[src/rtl/exc_pkg.sv]
`timescale 1ns/1ps
package exc_pkg;
  typedef enum logic [1:0] {
    ST_IDLE   = 2'd0,
    ST_PUSH   = 2'd1,
    ST_FETCH  = 2'd2,
    ST_ACTIVE = 2'd3
  } disp_st_e;
endpackage

[src/rtl/exc_irq_latch.sv]
`timescale 1ns/1ps
// Holds an external request until the dispatcher accepts it.
module exc_irq_latch (
  input  logic clk,
  input  logic rst_n,
  input  logic irq_in,
  input  logic accept,
  output logic pending
);
  always_ff @(posedge clk) begin
    if (!rst_n) pending <= 1'b0;
    else        pending <= (pending & ~accept) | irq_in;
  end
endmodule

[src/rtl/exc_select.sv]
`timescale 1ns/1ps
// Fixed-priority choice: general protection, then page fault, then interrupt.
module exc_select #(
  parameter int              N_SRC   = 2,
  parameter int              VEC_W   = 8,
  parameter logic [VEC_W-1:0] GP_VEC  = 13,
  parameter logic [VEC_W-1:0] PF_VEC  = 14,
  parameter logic [VEC_W-1:0] IRQ_VEC = 32
) (
  input  logic [N_SRC-1:0] gp_src,
  input  logic [N_SRC-1:0] pf_src,
  input  logic             idle,
  input  logic             irq_pending,
  input  logic             boundary,
  output logic             take,
  output logic             irq_accept,
  output logic [VEC_W-1:0] vec
);
  logic [N_SRC:0] gp_chain;
  logic [N_SRC:0] pf_chain;

  assign gp_chain[0] = 1'b0;
  assign pf_chain[0] = 1'b0;

  genvar i;
  generate
    for (i = 0; i < N_SRC; i++) begin : g_src
      assign gp_chain[i+1] = gp_chain[i] | gp_src[i];
      assign pf_chain[i+1] = pf_chain[i] | pf_src[i];
    end
  endgenerate

  logic any_gp, any_pf, any_fault;
  assign any_gp    = gp_chain[N_SRC];
  assign any_pf    = pf_chain[N_SRC];
  assign any_fault = any_gp | any_pf;

  assign irq_accept = idle & ~any_fault & irq_pending & boundary;
  assign take       = (idle & any_fault) | irq_accept;

  always_comb begin
    if (any_gp)      vec = GP_VEC;
    else if (any_pf) vec = PF_VEC;
    else             vec = IRQ_VEC;
  end
endmodule

[src/rtl/exc_desc_addr.sv]
`timescale 1ns/1ps
// Entry address = base + vector scaled by the entry size.
module exc_desc_addr #(
  parameter int                ADDR_W     = 32,
  parameter int                VEC_W      = 8,
  parameter int                ENTRY_LOG2 = 3,
  parameter logic [ADDR_W-1:0] IDT_BASE   = 32'h0000_1000
) (
  input  logic [VEC_W-1:0]  vec,
  output logic [ADDR_W-1:0] addr
);
  localparam int PAD_W = ADDR_W - VEC_W;
  logic [ADDR_W-1:0] vec_ext;
  assign vec_ext = {{PAD_W{1'b0}}, vec};
  assign addr    = IDT_BASE + (vec_ext << ENTRY_LOG2);
endmodule

[src/rtl/exc_seq.sv]
`timescale 1ns/1ps
// Dispatch sequence: push state, fetch descriptor, wait for return.
module exc_seq
  import exc_pkg::*;
(
  input  logic     clk,
  input  logic     rst_n,
  input  logic     take,
  input  logic     push_done,
  input  logic     fetch_ready,
  input  logic     iret_done,
  output disp_st_e state
);
  disp_st_e nxt;

  always_comb begin
    nxt = state;
    unique case (state)
      ST_IDLE:   if (take)        nxt = ST_PUSH;
      ST_PUSH:   if (push_done)   nxt = ST_FETCH;
      ST_FETCH:  if (fetch_ready) nxt = ST_ACTIVE;
      ST_ACTIVE: if (iret_done)   nxt = ST_IDLE;
      default:                    nxt = ST_IDLE;
    endcase
  end

  always_ff @(posedge clk) begin
    if (!rst_n) state <= ST_IDLE;
    else        state <= nxt;
  end
endmodule

[src/rtl/exc_dispatch.sv]
`timescale 1ns/1ps
module exc_dispatch
  import exc_pkg::*;
#(
  parameter int                ADDR_W     = 32,
  parameter int                VEC_W      = 8,
  parameter int                ENTRY_LOG2 = 3,
  parameter logic [ADDR_W-1:0] IDT_BASE   = 32'h0000_1000,
  parameter logic [VEC_W-1:0]  GP_VEC     = 13,
  parameter logic [VEC_W-1:0]  PF_VEC     = 14,
  parameter logic [VEC_W-1:0]  IRQ_VEC    = 32
) (
  input  logic              clk,
  input  logic              rst_n,
  input  logic              gp_fetch,
  input  logic              gp_data,
  input  logic              pf_fetch,
  input  logic              pf_data,
  input  logic              ext_irq,
  input  logic              insn_boundary,
  input  logic              iret_done,
  output logic              push_req,
  input  logic              push_done,
  output logic              fetch_valid,
  input  logic              fetch_ready,
  output logic [ADDR_W-1:0] fetch_addr,
  output logic [VEC_W-1:0]  vector,
  output logic              busy
);
  localparam int N_SRC = 2;

  disp_st_e          state;
  logic              idle, take, irq_accept, irq_pending;
  logic [VEC_W-1:0]  sel_vec;
  logic [VEC_W-1:0]  vec_q;

  assign idle = (state == ST_IDLE);

  exc_irq_latch u_irq (
    .clk     (clk),
    .rst_n   (rst_n),
    .irq_in  (ext_irq),
    .accept  (irq_accept),
    .pending (irq_pending)
  );

  exc_select #(
    .N_SRC(N_SRC), .VEC_W(VEC_W),
    .GP_VEC(GP_VEC), .PF_VEC(PF_VEC), .IRQ_VEC(IRQ_VEC)
  ) u_sel (
    .gp_src      ({gp_data, gp_fetch}),
    .pf_src      ({pf_data, pf_fetch}),
    .idle        (idle),
    .irq_pending (irq_pending),
    .boundary    (insn_boundary),
    .take        (take),
    .irq_accept  (irq_accept),
    .vec         (sel_vec)
  );

  exc_seq u_seq (
    .clk         (clk),
    .rst_n       (rst_n),
    .take        (take),
    .push_done   (push_done),
    .fetch_ready (fetch_ready),
    .iret_done   (iret_done),
    .state       (state)
  );

  always_ff @(posedge clk) begin
    if (!rst_n)    vec_q <= '0;
    else if (take) vec_q <= sel_vec;
  end

  exc_desc_addr #(
    .ADDR_W(ADDR_W), .VEC_W(VEC_W),
    .ENTRY_LOG2(ENTRY_LOG2), .IDT_BASE(IDT_BASE)
  ) u_addr (
    .vec  (vec_q),
    .addr (fetch_addr)
  );

  assign vector      = vec_q;
  assign push_req    = (state == ST_PUSH);
  assign fetch_valid = (state == ST_FETCH);
  assign busy        = ~idle;
endmodule

[config.mk]
export PLATFORM = sky130hd
export DESIGN_NAME = exc_dispatch
export DESIGN_NICKNAME = d
export VERILOG_FILES = /design/src/rtl/exc_pkg.sv /design/src/rtl/exc_irq_latch.sv /design/src/rtl/exc_select.sv /design/src/rtl/exc_desc_addr.sv /design/src/rtl/exc_seq.sv /design/src/rtl/exc_dispatch.sv
export SDC_FILE = /design/constraint.sdc
export NUM_CORES = 1
export LEC_CHECK = 0
export ABC_AREA = 1
export BUFFER_PORTS_ARGS = -buffer_cell sky130_fd_sc_hd__buf_2
export CORE_MARGIN = 2
export CORE_UTILIZATION = 41
export CTS_CLUSTER_DIAMETER = 120
export CTS_CLUSTER_SIZE = 12
export DETAILED_ROUTE_END_ITERATION = 16
export PLACE_DENSITY = 0.83
export SYNTH_ARGS = -nofsm -noshare
export SYNTH_HDL_FRONTEND = slang
export SYNTH_SLANG_ARGS = --single-unit
export TNS_END_PERCENT = 20
[constraint.sdc]
create_clock -name clk -period 1.8 [get_ports clk]
set_input_delay 0.54 -clock clk [delete_from_list [all_inputs] [get_ports clk]]
set_output_delay 0.54 -clock clk [all_outputs]
set_load 0.05 [all_outputs]
# Word level (Yosys, flattened, before mapping)
# Cells that the tools add are included.
# op_classes
addsub	1
n_eq_ne	7
muxes	7
n_bitwise	13
n_reduce_logical	2
# op_table
operator	count
$add A13 B11 Y14 const A	1
$mux W6	2
$mux W2	4
$pmux W2 S4	1
$ne A2 B1 Y1 const B	3
$and A1 B1 Y1	5
$or A1 B1 Y1	5
$eq A2 B2 Y1 const B	2
$reduce_and A4 Y1	1
$not A1 Y1	3
$eq A2 B1 Y1 const B	1
$logic_not A2 Y1	1
$ne A2 B2 Y1 const B	1
# totals
regBits	11
elab_cells	33

# Logic depth before layout (Yosys ltp)
# depth
ltp_word	9
depth_mapped	8
depth_no_buf	8

# By module
# A second synthesis with hierarchy kept.
# unflattened
hier_cells	142
area_unflattened_um2	947.2
# modules_own_cells
module	instances	cells_each	area_per_inst_um2
exc_dispatch	1	57	379.1
exc_desc_addr	1	34	247.7
exc_seq	1	29	188.9
exc_select	1	16	87.6
exc_irq_latch	1	6	43.8

# Least setup slack after synthesis
# OpenSTA, ideal clock, no wires.
# synth_path
path_kind	flip-flop to output port
start	register u_seq.state[0]
end	output port busy
arrival_ns	0.986
setup_slack_ns	0.274
stages_incl_launch_ff	4
cell_sequence	dfxtp_1 > inv_1 > ha_1 > inv_1
# synth_between
elab_chain_len	2
# synth_lines
element	line	text
start: declaration	exc_seq.sv:12	output disp_st_e state
start signal: assignment	exc_seq.sv:29	else state <= nxt;
$logic_not A2 Y1	exc_dispatch.sv:37	assign idle = (state == ST_IDLE);
$not A1 Y1	exc_dispatch.sv:87	assign busy = ~idle;
end: declaration	exc_dispatch.sv:28	output logic busy
# No other way between the ends.

# Worst setup path in the final report
# layout_path
start	register u_seq.state[1]
end	output port busy
# The elaborated chain is that of the path after synthesis.

==> reports/results.txt <==
outcome - finished, final reports clean
commonest non-fill, non-tap cell in the layout - conb_1
worst setup margin - 0.0836 ns
most frequent cells in the layout - conb_1, buf_2, nand2_1, inv_1, nor2_1
core area - 1540 µm²
row count - 14
vias in the first global route - 351
number of port buffers - 23
Hold Buf Count CTS - 0
WL per Instance - 7.86 µm
fillers - 165
fmax - 583 MHz
crit path time final - 1.72 ns
CP Launch Type - flip-flop
clock root buffer - clkbuf_4
first-pass GRT wire length - 1390 µm
Synth Instances - 96
1st-iter DRT viols - 5
GR Util All Layers - 9.85%
grt peak-use layer - met2
skew final - 0.00115 ns
CTS tree - built
WHS Path Cells - 3
Sink Count - 7
Lkg Pwr - 0.426 nW
Die X - 44.8 µm
pwr dens - 1690 nW/µm²
RSZ-0062 raised after global routing - no
Period Utilization, post-route - 95.4%
Hold Fails Final Rpt - 0
DR vias/cell - 3.94
die area - 2010 µm²
final setup TNS - 0 ns
Layout Area Growth over Synthesis - 0.183%
Syn Area/Cell - 7.12 µm²
number of remaining DRC errors - 0
final WL - 1030 µm
Chip Height - 44.8 µm
io pins - 54
placed wire-length estimate - 897 µm
CP required - 1.26 ns
clock slew at reported path FFs - 0.05 ns
ANT cells - 0
register area share after synthesis - 20.5%
gpl congestion - 0.721
clock buffer depth - 2
max_cap viols - 0
met3 usage in global routing - 2.40%
post-cts resize count - 1
Final ANT Viol Nets - 0
post-CTS setup buffers - 0
Layout Nets - 132
setup violators final - 0
M1 GR Usage - 10.3%
initial antenna violation count - 0
met2 usage - 16.2%
Synthesis Warnings - 0
mapped cell area - 683 µm²
Crit Path Class - flip-flop to output pin
Worst Path Max Fanout - 4
largest net degree at the start of global routing - 7
reg2reg path depth - 6
arrival time at the worst endpoint - 1.18 ns
drt first pass iters - 4
post-synth cell types - 13
number of synthesized register bits - 7
GRT Residual Overflow - 0
cts bufs inserted - 3
endpoint class of the critical path - output pin
Worst Hold Class - input port to flip-flop
H-tree levels - 1
Final Slew Violations - 0
layout cell share with drive strength beyond 1 - 26.1%
pre-CTS setup slack - 0.235 ns
Initial Util - 44.3%
total number of vias - 516
Clk Latency, worst-skew pair - 0.24 ns
Max VDD drop - 0.000513 V
report_power, final:
| part | leakage, nW | internal [W] | total, W | switching [W] |
|---|---|---|---|---|
| logic | 0.352 | 0.000161 | 0.000783 | 0.000623 |
| clock network | 0.0150 | 0.0000840 | 0.000133 | 0.0000489 |
| registers | 0.0585 | 0.000201 | 0.000240 | 0.0000387 |
sequential cells by signal (all words and copies together) (netlist names):
name / cells
u_irq.pending: 1
vector: 4
u_seq.state: 2
final timing paths:
kind	startpoint	to	slack, ns
max	u_seq.state[1]$_SDFFE_PN0P_	busy	0.08
min	ext_irq	u_irq.pending$_SDFF_PN0_	0.49
max reg2reg	u_seq.state[1]$_SDFFE_PN0P_	u_irq.pending$_SDFF_PN0_	0.47
min reg2reg	vector[1]$_SDFFE_PN0P_	vector[1]$_SDFFE_PN0P_	0.50
layout make-up:
cell class              count  area, µm²  area share, %
inverters                   9       33.8           4.94
well taps                  16       20.0           2.93
clock buffers               4       26.3           3.84
flip-flops and latches      7        143           20.8
repair buffers             23        118           17.2
multi-input cells          72        344           50.3
synthesized netlist by cell type:
| master | number | area [µm²] |
|---|---|---|
| buf_4 | 36 | 270 |
| dfxtp_1 | 7 | 140 |
| nand2_1 | 14 | 52.6 |
| or2_1 | 1 | 6.26 |
| nor2_1 | 8 | 30.0 |
| nand3_1 | 6 | 30.0 |
| conb_1 | 2 | 7.51 |
| nand4_1 | 1 | 6.26 |
| nand3_2 | 1 | 10.0 |
| inv_1 | 9 | 33.8 |
| a21oi_2 | 1 | 8.76 |
| a21oi_1 | 5 | 25.0 |
| ha_1 | 5 | 62.6 |
layer usage:
layer | share of wire [%] | routed length, µm
met3 | 13 | 135
met1 | 36 | 374
met5 | 0 | 0
met4 | 1.5 | 15
met2 | 49 | 504
logic make-up (layout without fill, tap and decap cells):
logic type      after synthesis  count (layout)  share of synthesized area (%)
compound gates                6               6                           4.94
fa+ha+maj                     5               5                           9.16
buf+inv                      45              36                           44.5
flops                         7               7                           20.5
other cells                   2              30                           1.10
simple gates                 31              31                           19.8
worst max-delay path: stages, from the launching register on:
cell     delay [ns]
dfxtp_2        0.36
inv_1          0.09
ha_1           0.23
inv_1          0.07
buf_4          0.19
metrics by stage:
stage          std cells  power [W]  utilization (%)  area [µm²]  hold slack, ns
6_report             131    0.00116             44.4         684           0.491
5_1_grt              131    0.00123             44.4         684           0.488
4_1_cts              131    0.00116             44.2         682           0.483
3_5_place_dp         127    0.00101             42.4         653           0.498
3_3_place_gp         127   0.000995             42.4         653           0.487
2_1_floorplan        124   0.000986                -         788           0.468
Power figures use the tool's default switching activity.
